===== src/rtl/cfg_image_loader.sv =====
module cfg_image_loader #(
  parameter int W       = 32,
  parameter int CLK_DIV = 8
) (
  input  logic         clk,
  input  logic         rst_n,
  input  logic         start,
  input  logic [W-1:0] img_base,
  input  logic [W-1:0] dev_id,
  output logic         run,
  output logic [3:0]   status,
  output logic         mem_req,
  output logic [W-1:0] mem_addr,
  input  logic         mem_rvalid,
  input  logic [W-1:0] mem_rdata,
  input  logic         cp_lock,
  input  logic         cp_busy,
  input  logic         cp_co,
  input  logic         cp_err,
  output logic         cp_co_set,
  output logic         cp_we,
  output logic [W-1:0] cp_wdata,
  output logic         cfg_clk_en
);
  localparam int CW = (CLK_DIV > 1) ? $clog2(CLK_DIV) : 1;
  localparam logic [3:0] ST_DONE = 4'b0001, ST_LOCK = 4'b0010,
                         ST_ID   = 4'b0100, ST_CFG  = 4'b1000;

  typedef enum logic [3:0] {
    S_IDLE, S_SETCO, S_RID, S_ROFF, S_RSZ, S_RDAT, S_WR, S_WBUSY, S_WCO, S_END
  } state_t;

  state_t       state;
  logic         pend;
  logic [W-1:0] base_q, off_q, ptr_q, end_q, ptr_nx;
  logic [CW-1:0] div_cnt;

  wire reading = (state == S_RID) || (state == S_ROFF) ||
                 (state == S_RSZ) || (state == S_RDAT);
  wire got     = pend && mem_rvalid;

  assign run       = (state != S_IDLE) && (state != S_END);
  assign mem_req   = reading && !pend;
  assign cp_co_set = (state == S_SETCO);
  assign cp_we     = (state == S_WR);
  assign ptr_nx    = ptr_q + W'(4);

  always_comb begin
    case (state)
      S_RID:   mem_addr = base_q + W'(4);
      S_ROFF:  mem_addr = base_q + W'(8);
      S_RSZ:   mem_addr = base_q + W'(12);
      default: mem_addr = ptr_q;
    endcase
  end

  always_ff @(posedge clk) begin
    if (!rst_n) begin
      state    <= S_IDLE;
      pend     <= 1'b0;
      status   <= '0;
      base_q   <= '0;
      off_q    <= '0;
      ptr_q    <= '0;
      end_q    <= '0;
      cp_wdata <= '0;
    end else begin
      if (mem_req)  pend <= 1'b1;
      else if (got) pend <= 1'b0;
      case (state)
        S_IDLE, S_END: if (start) begin
          base_q <= img_base;
          if (cp_lock) begin
            status <= ST_LOCK;
            state  <= S_END;
          end else begin
            status <= '0;
            state  <= S_SETCO;
          end
        end
        S_SETCO: state <= S_RID;
        S_RID: if (got) begin
          if (mem_rdata != dev_id) begin
            status <= ST_ID;
            state  <= S_END;
          end else state <= S_ROFF;
        end
        S_ROFF: if (got) begin
          off_q <= mem_rdata;
          state <= S_RSZ;
        end
        S_RSZ: if (got) begin
          ptr_q <= base_q + off_q;
          end_q <= base_q + off_q + mem_rdata;
          state <= (mem_rdata == '0) ? S_WCO : S_RDAT;
        end
        S_RDAT: if (got) begin
          cp_wdata <= mem_rdata;
          state    <= S_WR;
        end
        S_WR: state <= S_WBUSY;
        S_WBUSY: if (!cp_busy) begin
          ptr_q <= ptr_nx;
          state <= (ptr_nx >= end_q) ? S_WCO : S_RDAT;
        end
        S_WCO: if (!cp_co) begin
          status <= cp_err ? ST_CFG : ST_DONE;
          state  <= S_END;
        end
        default: state <= S_IDLE;
      endcase
    end
  end

  always_ff @(posedge clk) begin
    if (!rst_n)                              div_cnt <= '0;
    else if (div_cnt == CW'(CLK_DIV - 1))    div_cnt <= '0;
    else                                     div_cnt <= div_cnt + 1'b1;
  end
  assign cfg_clk_en = rst_n && (div_cnt == CW'(CLK_DIV - 1));
endmodule


===== config.mk =====
export PLATFORM = sky130hd
export DESIGN_NAME = cfg_image_loader
export DESIGN_NICKNAME = d
export VERILOG_FILES = /design/src/rtl/cfg_image_loader.sv
export SDC_FILE = /design/constraint.sdc
export NUM_CORES = 1
export LEC_CHECK = 0
export ABC_AREA = 0
export BUFFER_PORTS_ARGS = -buffer_cell sky130_fd_sc_hd__buf_2
export CAP_MARGIN = 20
export CORE_ASPECT_RATIO = 1.5
export CORE_UTILIZATION = 38
export CTS_BUF_LIST = sky130_fd_sc_hd__clkbuf_2 sky130_fd_sc_hd__clkbuf_4 sky130_fd_sc_hd__clkbuf_8
export DETAILED_ROUTE_END_ITERATION = 6
export PLACE_DENSITY = 0.65
export SYNTH_ARGS = -nofsm -noshare
export SYNTH_HDL_FRONTEND = slang
export SYNTH_SLANG_ARGS = --single-unit

===== constraint.sdc =====
create_clock -name clk -period 5.8 [get_ports clk]
set_input_delay 0.58 -clock clk [delete_from_list [all_inputs] [get_ports clk]]
set_output_delay 0.58 -clock clk [all_outputs]
set_load 0.02 [all_outputs]

Word-level counts from Yosys, hierarchy flattened
Cells that the tools add are included.
{ "op_classes": {"add_sub_neg": 7, "n_mul": 0, "n_div": 0, "magnitude_cmp": 1, "eq_ne": 20, "shifts": 0, "mux": 25, "n_bitwise": 1, "reduce_logical": 23} }
{ "ops": {"columns": ["operator", "count"], "rows": [
  ["32-bit case mux with 3 select lines", 1],
  ["32-bit by 3-bit adder with 32-bit output (second input constant)", 2],
  ["32-bit adder", 2],
  ["32-bit by 4-bit adder with 32-bit output (second input constant)", 2],
  ["32-bit 2-to-1 mux", 2],
  ["4-bit 2-to-1 mux", 16],
  ["32-bit case mux with 2 select lines", 1],
  ["4-bit case mux with 9 select lines", 1],
  ["32-bit >= comparator", 1],
  ["32-bit logical NOT", 1],
  ["32-bit != test", 1],
  ["4-bit by 3-bit equality test with 1-bit output (second input constant)", 4],
  ["2-bit != test (second input constant)", 7],
  ["4-bit case mux with 3 select lines", 1],
  ["4-bit by 2-bit equality test with 1-bit output (second input constant)", 2],
  ["4-bit equality test (second input constant)", 2],
  ["2-bit AND reduction", 4],
  ["7-bit AND reduction", 1],
  ["5-bit AND reduction", 1],
  ["4-bit by 1-bit equality test with 1-bit output (second input constant)", 1],
  ["1-bit logical AND", 4],
  ["4-bit logical NOT", 1],
  ["4-bit != test (second input constant)", 1],
  ["2-bit nonzero test", 2],
  ["other kinds (12)", 16]
]} }
{ "totals": {"reg_bits": 172, "latchBits": 0, "mem_bits_rw": 0, "mem_bits_ro": 0, "input_bits": 104, "word_cells": 86, "n_memories": 0} }

Depth between registers and ports, before layout
Gate-level depths: netlist of run 1.
{ "depth": {"ltp_word": 6, "depth_mapped": 22, "depth_no_buf": 22} }

Worst setup path before layout of run 1
No wires, ideal clock.
{ "synth_path": {"kind": "register to register", "start": "reg base_q[0]", "end": "reg end_q[30]", "setup_time_ns": 0.120, "arrival_time_ns": 4.108, "required_ns": 5.680, "slack_ns": 1.572, "stages_incl_launch_ff": 21, "n_path_buf": 0, "path_cell_list": "dfxtp_1 -> ha_1 -> fa_1 -> a21o_1 -> a21oi_2 -> o31a_1 -> nand2_1 -> a21o_1 -> a21oi_1 -> xnor2_1 -> ha_1 -> and3_4 -> a221o_1 -> a21oi_2 -> o21ai_2 -> a2111oi_2 -> o31ai_1 -> a31oi_1 -> or2b_2 -> a21oi_2 -> o31a_1"} }
{ "synth_between": {"elab_chain_cells": 2} }
{ "synth_rtl": {"columns": ["item", "line", "text"], "rows": [
  ["start: declaration", "35", "logic [W-1:0] base_q, off_q, ptr_q, end_q, ptr_nx;"],
  ["start signal: assignment", "72", "base_q <= img_base;"],
  ["32-bit adder (2 in series)", "94", "end_q <= base_q + off_q + mem_rdata;"],
  ["end signal: assignment", "94", null],
  ["end: declaration", "35", null]
]} }
No other way between the ends.
A chain may end at the register's enable or synchronous reset.

Worst setup path after layout of run 1
{ "layout_path": {"start": "reg state[2]", "end": "out mem_addr[19]"} }
{ "layout_between": {"elab_chain_cells": 2, "word_cells_on_any_way": 4, "cone_classes": "eq/ne: 3; mux: 1"} }
{ "layout_rtl": {"columns": ["item", "line", "text"], "rows": [
  ["start: declaration", "33", "state_t state;"],
  ["start signal: assignment", "95", "state <= (mem_rdata == '0) ? S_WCO : S_RDAT;"],
  ["start signal: assignment", "104", "state <= (ptr_nx >= end_q) ? S_WCO : S_RDAT;"],
  ["4-bit by 3-bit equality test with 1-bit output / 4-bit by 2-bit equality test with 1-bit output (equally long branches)", "49", "case (state)"],
  ["32-bit case mux with 3 select lines (*)", "49", null],
  ["end: declaration", "13", "output logic [W-1:0] mem_addr,"]
]} }
Mark *: on every way between the ends. The rest lies on a longest branch, timed or not.

==> summary.md, run 1 <==
| Metric | Value |
|---|---|
| Final setup viols | 0 |
| Crit start category | flop |
| Yosys reg bits | 172 |
| Most frequent cells in the layout | nand2_1, buf_2, dfxtp_1, a21oi_1, ha_1 |
| Fillers | 3491 |
| Tcrit/Tclk final | 0.8732 |
| # rows | 82 |
| PortBufs | between 150 and 200 |
| First-pass GRT wire length | 67560 um |
| Iter 0 DRT Violations | 995 |
| Worst hold path class | input port to flop |
| Final WS setup | about 740 ps |
| Final cell count without fillers | 2286 |
| Largest net degree at the start of global routing | 63 |
| Nets@finish | 2060 |
| Setup Skew | 14.54 ps |
| Critical path endpoint category | output pin |
| Vias in the first global route | around 12k |
| # diodes | 0 |
| Routed Antenna Nets | 0 |
| Remaining DRCs | 0 |
| Cell Chain, Critical Path | nand2b_1, nor3_2, ha_1, a21oi_1, nor2b_1, nand3_1, nor2_1, a22oi_1, o311ai_0, buf_2 |
| Register area share after synthesis | 0.2663 |
| DIE AREA | 0.03479 mm^2 |
| Min cycle time layout | about 5100 ps |
| Slew Limit Fails | 0 |
| Commonest register cell after synthesis | dfxtp_1 |
| Max-Slew Margin vs Limit | 0.2662 |
| CP endpoint | mem_addr[19] |
| Place WS | 1060 ps |
| Peak supply drop | 0.1666 mV |
| Placed cell areas | approximately 0.014 mm^2 |
| Initial Util | 0.3866 |
| Worst r2r src | base_q[0] |
| Clock Latency Late Sink | 520 ps |
| Setup TNS | 0 ps |
| Num CTS Buffers | 17 |
| Worst Path Required | approximately 5200 ps |
| Syn Area/Cell | 7.475 um^2 |
| R2R setup slack | 1020 ps |
| Horiz. Die Dim | 152.6 um |
| CP max-delay cell | nor3_2 |
| Crit-path max FO | 11 |
| Status | finished, final reports clean |
| Worst Tran Pin Value | 1100 ps |
| Wire per inst | slightly below 20 um |
| TritonCTS clock tree | built |
| Area Overhead vs Synth | 12.53% |
| Largest stage delay, worst path | 670 ps |
| P per Cell Area | 255.0 mW/mm^2 |
| Fmax | 0.1974 GHz |
| Max clock buf depth | 2 |
| PostCTS Resize Cnt | 0 |
| DP Wirelength | 33770 um |
| Reg2reg end | end_q[31] |
| CP Class | flop to output pin |
| Area of the core | 0.03345 mm^2 |
| Synth unique cells | 86 |
| Maxcap violations | 0 |
| Via count | 12.97k |
| Critical path origin | state[2] |
| Fin area | 0.01455 mm^2 |
| Yosys warns | 0 |
| GP Congestion | 0.9433 |
| CTS Hold Bufs | 0 |
| Final Hold Viols | 0 |
| Antenna violations before repair | 0 |
| Vias per Instance | 5.675 |
| RSZ-0062 raised after global routing | no |
| Commonest non-fill, non-tap cell in the layout | nand2_1 |
| Synth Net Count | about 1.9k |
| Gr usage total | 0.2520 |
| Post-synth EDFFs | 0 |
| Hold Path Depth | 3 |
| Register area | 0.003443 mm^2 |
| FFs w/ async S/R, synth | 0 |
| Multi-input combinational cell area | around 0.0089 mm^2 |
| P_leak | 6.258 nW |
| Total congestion overflow | 0 |
| Ports | 177 |
| Clock Tree Root | clkbuf_8 |
| Synth Instances | approximately 1.7k |
| Fraction of layout cells with a size suffix above 1 | 0.1501 |
| H-tree Lvls | 4 |
| Placed insts | roughly 2.3k |
| Clock-pin slew on the worst setup and hold paths | 100 ps |
| Final WL | 44120 um |
| Chip height | about 230 um |
| Clock sink count | about 170 |
| Netlist Area Pre-Place | 0.01293 mm^2 |
| Critical Path AT | 4480 ps |
| Number of detailed-route iterations in the first pass | 5 |
| Reg2reg path depth | 21 |
| Post-CTS Setup Bufs | 0 |
| Final Total Pwr | 3.711 mW |
## state kept, by name, indices dropped and copies added, names as in the netlist
| name | flops |
|---|---|
| pend | 1 |
| status | 4 |
| ptr_q | 32 |
| off_q | 32 |
| cp_wdata | 32 |
| div_cnt | 3 |
| base_q | 32 |
| state | 4 |
| end_q | 32 |
## how the worst min path moves through the flow
stage | startpoint | to | slack (ps)
floorplan | div_cnt[0] | div_cnt[0] | 400
global placement | div_cnt[0] | div_cnt[0] | 410
detailed placement | cp_wdata[5] | cp_wdata[5] | 440
CTS | img_base[14] | base_q[14] | 250
global route | img_base[12] | base_q[12] | 270
finish | img_base[13] | base_q[13] | 290
## cells in the mapped netlist, types with 13 or more instances
library cell	count	share of area
nand2_1	347	0.10
dfxtp_1	172	0.27
a21oi_1	170	0.066
ha_1	100	0.097
nor2_1	94	0.027
o21ai_0	75	0.029
clkbuf_1	74	0.021
xor2_1	67	0.045
xnor2_1	57	0.039
inv_1	55	0.016
a21o_1	52	0.030
a21boi_0	47	0.027
nand3_1	37	0.014
nand4_1	28	0.014
nor4_1	27	0.013
nor3_1	26	0.010
and2_1	20	0.0097
and3_1	18	0.0087
nor2b_1	17	0.0082
buf_2	13	0.0050
## cell type report
class	instances	area share
Timing Repair Buffer	194	0.07257
Clock inverter	12	0.007739
Sequential cell	172	0.2366
Tap cell	420	0.03611
Inverter	57	0.01470
Clock buffer	20	0.01849
Multi-Input combinational cell	1411	0.6138
## power by group
group          leakage [nW]  internal [mW]  switching, mW
Clock                 0.182          0.369          0.495
Sequential             1.39           1.25          0.144
Combinational          4.69          0.550          0.903
Total                  6.26           2.17           1.54
## critical path, delay by kind of cell (launching register included)
family,cells,cell delay (ps)
fa+ha+maj,1,280
flops,1,530
buf+inv,1,250
simple gates,5,2020
compound gates,3,900
## routing by layer
layer | global-route usage | vias up | share of wire
met5 | 0 | - | 0
met4 | 0.1723 | 0 | 0.063
met3 | 0.03419 | 103 | 0.061
met2 | 0.4194 | 451 | 0.47
met1 | 0.3005 | 6050 | 0.40
li1 | - | 6368 | -
## cells by family after synthesis
| logic type | count (synthesis) | synth area share |
|---|---|---|
| adders and majority gates | 103 | 0.1014 |
| xor gates and xnor gates | 125 | 0.08524 |
| and+or+nand+nor | 676 | 0.2447 |
| DFF | 172 | 0.2663 |
| AOI/OAI and AO/OA | 502 | 0.2538 |
| muxes | 5 | 0.004064 |
| buffers and inverters | 147 | 0.04451 |
## through the flow
step	utilization	hold WS, ps
after global routing	0.4351	266.1
final	0.4351	285.4
after CTS	0.4334	251.4
after floorplan	-	404.9
after detailed placement	0.4220	444.7
after global placement	0.4220	412.8
Power figures use the tool's default switching activity.
==> run 2: changes to the inputs <==
==> constraint.sdc (replaced) <==
create_clock -name clk -period 6 [get_ports clk]
set_input_delay 0.6 -clock clk [delete_from_list [all_inputs] [get_ports clk]]
set_output_delay 0.6 -clock clk [all_outputs]
set_load 0.02 [all_outputs]
==> summary.md, run 2 (synthesized netlist as in run 1, its figures left out) <==
| Metric | Value |
|---|---|
| Ports | 177 (unchanged) |
| Max-Slew Margin vs Limit | 0.3169 (was 0.2662) |
| Clock sink count | 172 (unchanged) |
| Worst Tran Pin Value | 1017 ps (was 1100 ps) |
| Status | finished, final reports clean (unchanged) |
| Worst Hold Launch | img_base[10] (was img_base[13]) |
| Largest net degree at the start of global routing | 62 (was 63) |
| Clock Tree Root | clkbuf_8 (unchanged) |
| Via count | 12.98k (was 12.97k) |
| Nets@finish | 2061 (was 2060) |
| # rows | 82 (unchanged) |
| Maxcap violations | 0 (unchanged) |
| Clock-pin slew on the worst setup and hold paths | 110 ps (was 100 ps) |
| Wire per inst | 19.34 um (was 19.30 um) |
| Critical Path AT | 4470 ps (was 4480 ps) |
| Tcrit/Tclk final | 0.8456 |
| Vias per Instance | 5.673 (was 5.675) |
| Critical path endpoint category | output pin (unchanged) |
| Setup Skew | 16.85 ps (was 14.54 ps) |
| Min cycle time layout | 5074 ps |
| Critical path origin | state[2] (unchanged) |
| Final setup viols | 0 (unchanged) |
| Fraction of layout cells with a size suffix above 1 | 0.1505 (was 0.1501) |
| Area of the core | 0.03345 mm^2 (unchanged) |
| Antenna violations before repair | 0 (unchanged) |
| CTS Hold Bufs | 0 (unchanged) |
| First-pass GRT wire length | 68490 um (was 67560 um) |
| Horiz. Die Dim | 152.6 um (unchanged) |
| Crit start category | flop (unchanged) |
| TritonCTS clock tree | built (unchanged) |
| Max clock buf depth | 2 (unchanged) |
| Vias in the first global route | 12.34k (was 12.18k) |
| Crit-path max FO | 11 (unchanged) |
| P_leak | 6.290 nW (was 6.258 nW) |
| Remaining DRCs | 0 (unchanged) |
| Post-CTS Setup Bufs | 0 (unchanged) |
| Final Total Pwr | 3.658 mW (was 3.711 mW) |
| PortBufs | 176 (unchanged) |
| PostCTS Resize Cnt | 0 (unchanged) |
| GP Congestion | 0.9402 (was 0.9433) |
| Chip height | 227.9 um (unchanged) |
| Iter 0 DRT Violations | 1045 (was 995) |
| DIE AREA | 0.03479 mm^2 (unchanged) |
| H-tree Lvls | 4 (unchanged) |
| Peak supply drop | 0.1735 mV (was 0.1666 mV) |
| Clock Latency Late Sink | 520 ps (about the same) |
| Commonest non-fill, non-tap cell in the layout | nand2_1 (unchanged) |
| Worst r2r src | base_q[0] (unchanged) |
| Area Overhead vs Synth | 12.92% (was 12.53%) |
| Most frequent cells in the layout | nand2_1, buf_2, dfxtp_1, a21oi_1, ha_1 (unchanged) |
| Setup TNS | 0 ps (unchanged) |
| Number of detailed-route iterations in the first pass | 5 (unchanged) |
| CP Class | flop to output pin (unchanged) |
| Num CTS Buffers | 17 (unchanged) |
| Final WS setup | 926.2 ps (was 735.4 ps) |
| Worst hold path class | input port to flop (unchanged) |
| Worst Path Required | 5400 ps (was 5220 ps) |
| Total congestion overflow | 0 (unchanged) |
| DP Wirelength | 33700 um (was 33770 um) |
| P per Cell Area | 250.5 mW/mm^2 (was 255.0 mW/mm^2) |
| Final Hold Viols | 0 (unchanged) |
| Slew Limit Fails | 0 (unchanged) |
| Routed Antenna Nets | 0 (unchanged) |
| Initial Util | 0.3866 (unchanged) |
| Final WL | 44260 um (was 44120 um) |
| Place WS | 1245 ps (was 1060 ps) |
| RSZ-0062 raised after global routing | no (unchanged) |
| Gr usage total | 0.2534 (was 0.2520) |
| Fmax | 0.1971 GHz |
## run 2: changes by cell type in the layout (fill, tap and decap cells not counted)
cell,before,now
clkinvlp_4,5,2
buf_8,0,1
inv_6,3,6
bufinv_16,1,2
inv_8,0,1
diode_2,0,1
clkbuf_4,1,0
clkinv_2,2,1
## run 2: worst paths after layout
check            endpoint  slack, ps  cells after the start
max          mem_addr[19]        930                     10
min            base_q[10]        300                      3
max reg2reg     end_q[30]       1190                     20
min reg2reg    div_cnt[0]        450                      1
## run 2: cell type report
type	count	area, um^2
fill	3464	18850
multi-input combinational	1411	8931
sequential	172	3443
timing repair buffer	195	1071
tap	420	525.5
clock buffer	19	261.5
inverter	57	214.0
clock inverter	13	152.6
antenna	1	2.502
## run 2: power by group
group,switching (mW),internal [mW],total (mW)
Clock,0.501,0.402,0.904
Combinational,0.872,0.532,1.40
Sequential,0.142,1.21,1.35
Total,1.52,2.14,3.66
## run 2: metal layers
| metal | share of wire | vias up | GRT usage |
|---|---|---|---|
| li1 | - | 6376 | - |
| met1 | 0.41 | 6090 | 0.3014 |
| met2 | 0.47 | 426 | 0.4167 |
| met3 | 0.055 | 88 | 0.03951 |
| met4 | 0.059 | 0 | 0.1780 |
| met5 | 0 | - | 0 |
## run 2: stage by stage
stage / hold slack (ps) / util / cell area (um^2) / instances
after floorplan: 404.9 / - / 12930 / 1730
after global placement: 412.5 / 0.4220 / 14110 / 2252
after detailed placement: 432.2 / 0.4220 / 14110 / 2252
after CTS: 275.4 / 0.4344 / 14530 / 2284
after global routing: 294.1 / 0.4365 / 14600 / 2287
final: 296.1 / 0.4366 / 14600 / 2288
## run 2: critical path, stage by stage, from the launching register on
cell,delay [ps]
dfxtp_1,540
nand2b_1,310
nor3_2,660
ha_1,280
a21oi_1,70
nor2b_1,270
nand3_1,220
nor2_1,530
a22oi_1,370
o311ai_0,460
buf_2,250
==> run 3: changes to the inputs <==
--- a/config.mk
+++ b/config.mk
@@ -12,7 +12,7 @@
 export CORE_UTILIZATION = 38
 export CTS_BUF_LIST = sky130_fd_sc_hd__clkbuf_2 sky130_fd_sc_hd__clkbuf_4 sky130_fd_sc_hd__clkbuf_8
 export DETAILED_ROUTE_END_ITERATION = 6
-export PLACE_DENSITY = 0.65
+export PLACE_DENSITY = 0.67
 export SYNTH_ARGS = -nofsm -noshare
 export SYNTH_HDL_FRONTEND = slang
 export SYNTH_SLANG_ARGS = --single-unit
==> constraint.sdc (replaced) <==
create_clock -name clk -period 4.1 [get_ports clk]
set_input_delay 0.41 -clock clk [delete_from_list [all_inputs] [get_ports clk]]
set_output_delay 0.41 -clock clk [all_outputs]
set_load 0.02 [all_outputs]
==> summary.md, run 3 (synthesized netlist as in run 1, its figures left out) <==
| Metric | Value |
|---|---|
| GP Congestion | 0.9809 (was 0.9402) |
| Final Hold Viols | 0 (unchanged) |
| Iter 0 DRT Violations | 1070 (was 1045) |
| Antenna violations before repair | 1 (was 0) |
| Routed Antenna Nets | 0 (unchanged) |
| DP Wirelength | 35630 um (was 33700 um) |
| Chip height | 227.9 um (unchanged) |
| Gr usage total | 0.2650 (was 0.2534) |
| Place WS | -312.0 ps (was 1245 ps) |
| Worst Path Buf+Inv | 0 (was 1) |
| RSZ-0062 raised after global routing | yes (was no) |
| Largest stage delay, worst path | 350 ps (was 660 ps) |
| Max-Slew Margin vs Limit | 0.4529 (was 0.3169) |
| PortBufs | 176 (unchanged) |
| H-tree Lvls | 4 (unchanged) |
| Reg2reg end | end_q[30] (unchanged) |
| Nets@finish | 2197 (was 2061) |
| Register area | 0.003448 mm^2 (was 0.003443 mm^2) |
| P_leak | 7.060 nW (was 6.290 nW) |
| Min Hold Slack | 122.9 ps (was 296.1 ps) |
| Wire per inst | 19.02 um (was 19.34 um) |
| Total congestion overflow | 0 (unchanged) |
| Peak supply drop | 0.2521 mV (was 0.1735 mV) |
| First-pass GRT wire length | 71730 um (was 68490 um) |
| Min cycle time layout | 4358 ps |
| Largest net degree at the start of global routing | 55 (was 62) |
| Area Overhead vs Synth | 22.61% (was 12.92%) |
| Fillers | 3342 (was 3464) |
| Clock Tree Root | clkbuf_8 (unchanged) |
| CTS Hold Bufs | 0 (unchanged) |
| Critical Path AT | 4760 ps (was 4470 ps) |
| Clock Latency Late Sink | 520 ps (about the same) |
| Commonest non-fill, non-tap cell in the layout | nand2_1 (unchanged) |
| Final cell count without fillers | 2423 (was 2288) |
| Worst Tran Pin Value | 817.6 ps (was 1017 ps) |
| Most frequent cells in the layout | nand2_1, buf_2, dfxtp_1, a21oi_1, buf_4 (was nand2_1, buf_2, dfxtp_1, a21oi_1, ha_1) |
| Worst hold path class | input port to flop (unchanged) |
| Clock-pin slew on the worst setup and hold paths | 90 ps (was 110 ps) |
| Worst Hold Launch | img_base[26] (was img_base[10]) |
| Cell Chain, Critical Path | ha_4, fa_2, a21o_1, a21oi_2, o31a_1, nand2_2, a21o_1, a21oi_2, xnor2_2, ha_1, and3_4, a221o_1, a21oi_2, o21ai_2, a2111oi_4, o31ai_1, a31oi_1, or2b_4, a21oi_2, o31a_1 (was nand2b_1, nor3_2, ha_1, a21oi_1, nor2b_1, nand3_1, nor2_1, a22oi_1, o311ai_0, buf_2) |
| Most used cell, CP | a21oi_2 |
| Delay-heaviest family, CP | compound AO/OA/AOI/OAI gates (was simple AND/OR/NAND/NOR gates) |
| Remaining DRCs | 0 (unchanged) |
| Final WL | 46080 um (was 44260 um) |
| Worst Path Required | 4500 ps (was 5400 ps) |
| Vias per Instance | 5.609 (was 5.673) |
| Crit-path max FO | 3 (was 11) |
| Final WS setup | -257.9 ps (was 926.2 ps) |
| R2R setup slack | -260 ps (was 1190 ps) |
| Reg2reg path depth | 20 (unchanged) |
| # rows | 82 (unchanged) |
| Num CTS Buffers | 17 (unchanged) |
| Tcrit/Tclk final | 1.063 |
| CP max-delay cell | dfxtp_2 (was nor3_2) |
| Area of the core | 0.03345 mm^2 (unchanged) |
| CP Class | flop to flop (was flop to output pin) |
| Min-Delay Endpoint | base_q[26] (was base_q[10]) |
| Fmax | 0.2295 GHz |
| Setup Skew | 12.44 ps (was 16.85 ps) |
| Horiz. Die Dim | 152.6 um (unchanged) |
| Final setup viols | 12 (was 0) |
| Vias in the first global route | 13.19k (was 12.34k) |
| DIE AREA | 0.03479 mm^2 (unchanged) |
| P per Cell Area | 369.8 mW/mm^2 (was 250.5 mW/mm^2) |
| Placed insts | 2382 (was 2252) |
| Fraction of layout cells with a size suffix above 1 | 0.2193 (was 0.1505) |
| Hold Path Depth | 3 (unchanged) |
| Critical path endpoint category | flop (was output pin) |
| Maxcap violations | 0 (unchanged) |
| Status | finished with violations (was finished, final reports clean) |
| TritonCTS clock tree | built (unchanged) |
| Final core utilization | 0.4740 (was 0.4366) |
| Via count | 13.59k (was 12.98k) |
| Number of detailed-route iterations in the first pass | 5 (unchanged) |
| Multi-input combinational cell area | 0.009075 mm^2 (was 0.008931 mm^2) |
| Clock sink count | 172 (unchanged) |
| Max clock buf depth | 2 (unchanged) |
| Ports | 177 (unchanged) |
| Initial Util | 0.3866 (unchanged) |
| Violated checks | negative setup slack |
| Crit start category | flop (unchanged) |
| Slew Limit Fails | 0 (unchanged) |
| Worst r2r src | off_q[0] (was base_q[0]) |
run 3: cell types whose count changed in the layout (fill, tap and decap cells not counted), moves of 4 or more:
cell,previous run,this run
a21oi_2,4,8
o21ai_1,12,19
dfxtp_2,0,4
buf_4,16,150
o21ai_0,75,67
bufinv_16,2,6
dfxtp_1,172,168
a21oi_1,170,166
inv_6,6,1
run 3: how the worst max path moves through the flow:
stage	from	to	slack, ps	cells past startpoint
after CTS	off_q[0]	end_q[30]	-230	20
after detailed placement	base_q[1]	end_q[30]	-310	20
after global routing	off_q[1]	end_q[31]	-500	20
after global placement	base_q[0]	end_q[30]	-230	20
after floorplan	base_q[0]	end_q[30]	1	20
final	off_q[0]	end_q[30]	-260	20
run 3: worst min-delay path: stages:
cell	delay (ps)
buf_2	90
nand2_1	40
a21oi_1	50
run 3: layout make-up:
| class | count | share of cell area |
|---|---|---|
| clock buffer | 20 | 0.01657 |
| inverter | 57 | 0.01349 |
| timing repair buffer | 331 | 0.1332 |
| tap | 420 | 0.03314 |
| clock inverter | 11 | 0.01357 |
| sequential | 172 | 0.2175 |
| antenna | 1 | 0.0001578 |
| multi-input combinational | 1411 | 0.5724 |
run 3: timing repair:
item / CTS / global route
setup buffers: 3 / 2
setup endpoints to repair: 13 / 22
gates resized for setup: 22 / 15
pin swaps: 9 / 10
hold endpoints to repair: 0 / 0
run 3: layer usage:
layer,up-vias,share of wire,GRT usage
li1,6646,-,-
met1,6339,0.40,0.3144
met2,483,0.48,0.4485
met3,123,0.061,0.03913
met4,0,0.058,0.1635
met5,-,0,0
run 3: per-stage QoR:
step,area (um^2),setup TNS [ps],power (mW)
after floorplan,12940,0,3.401
after global placement,15100,-740.9,4.216
after detailed placement,15100,-1350,4.250
after CTS,15680,-880.9,5.760
after global routing,15860,-5356,6.184
final,15860,-1382,5.864
run 3: power breakdown:
group          switching (mW)  total (mW)  internal, mW
Clock                   0.666        1.48         0.812
Combinational            1.48        2.52          1.04
Sequential              0.101        1.87          1.77
Total                    2.24        5.86          3.62
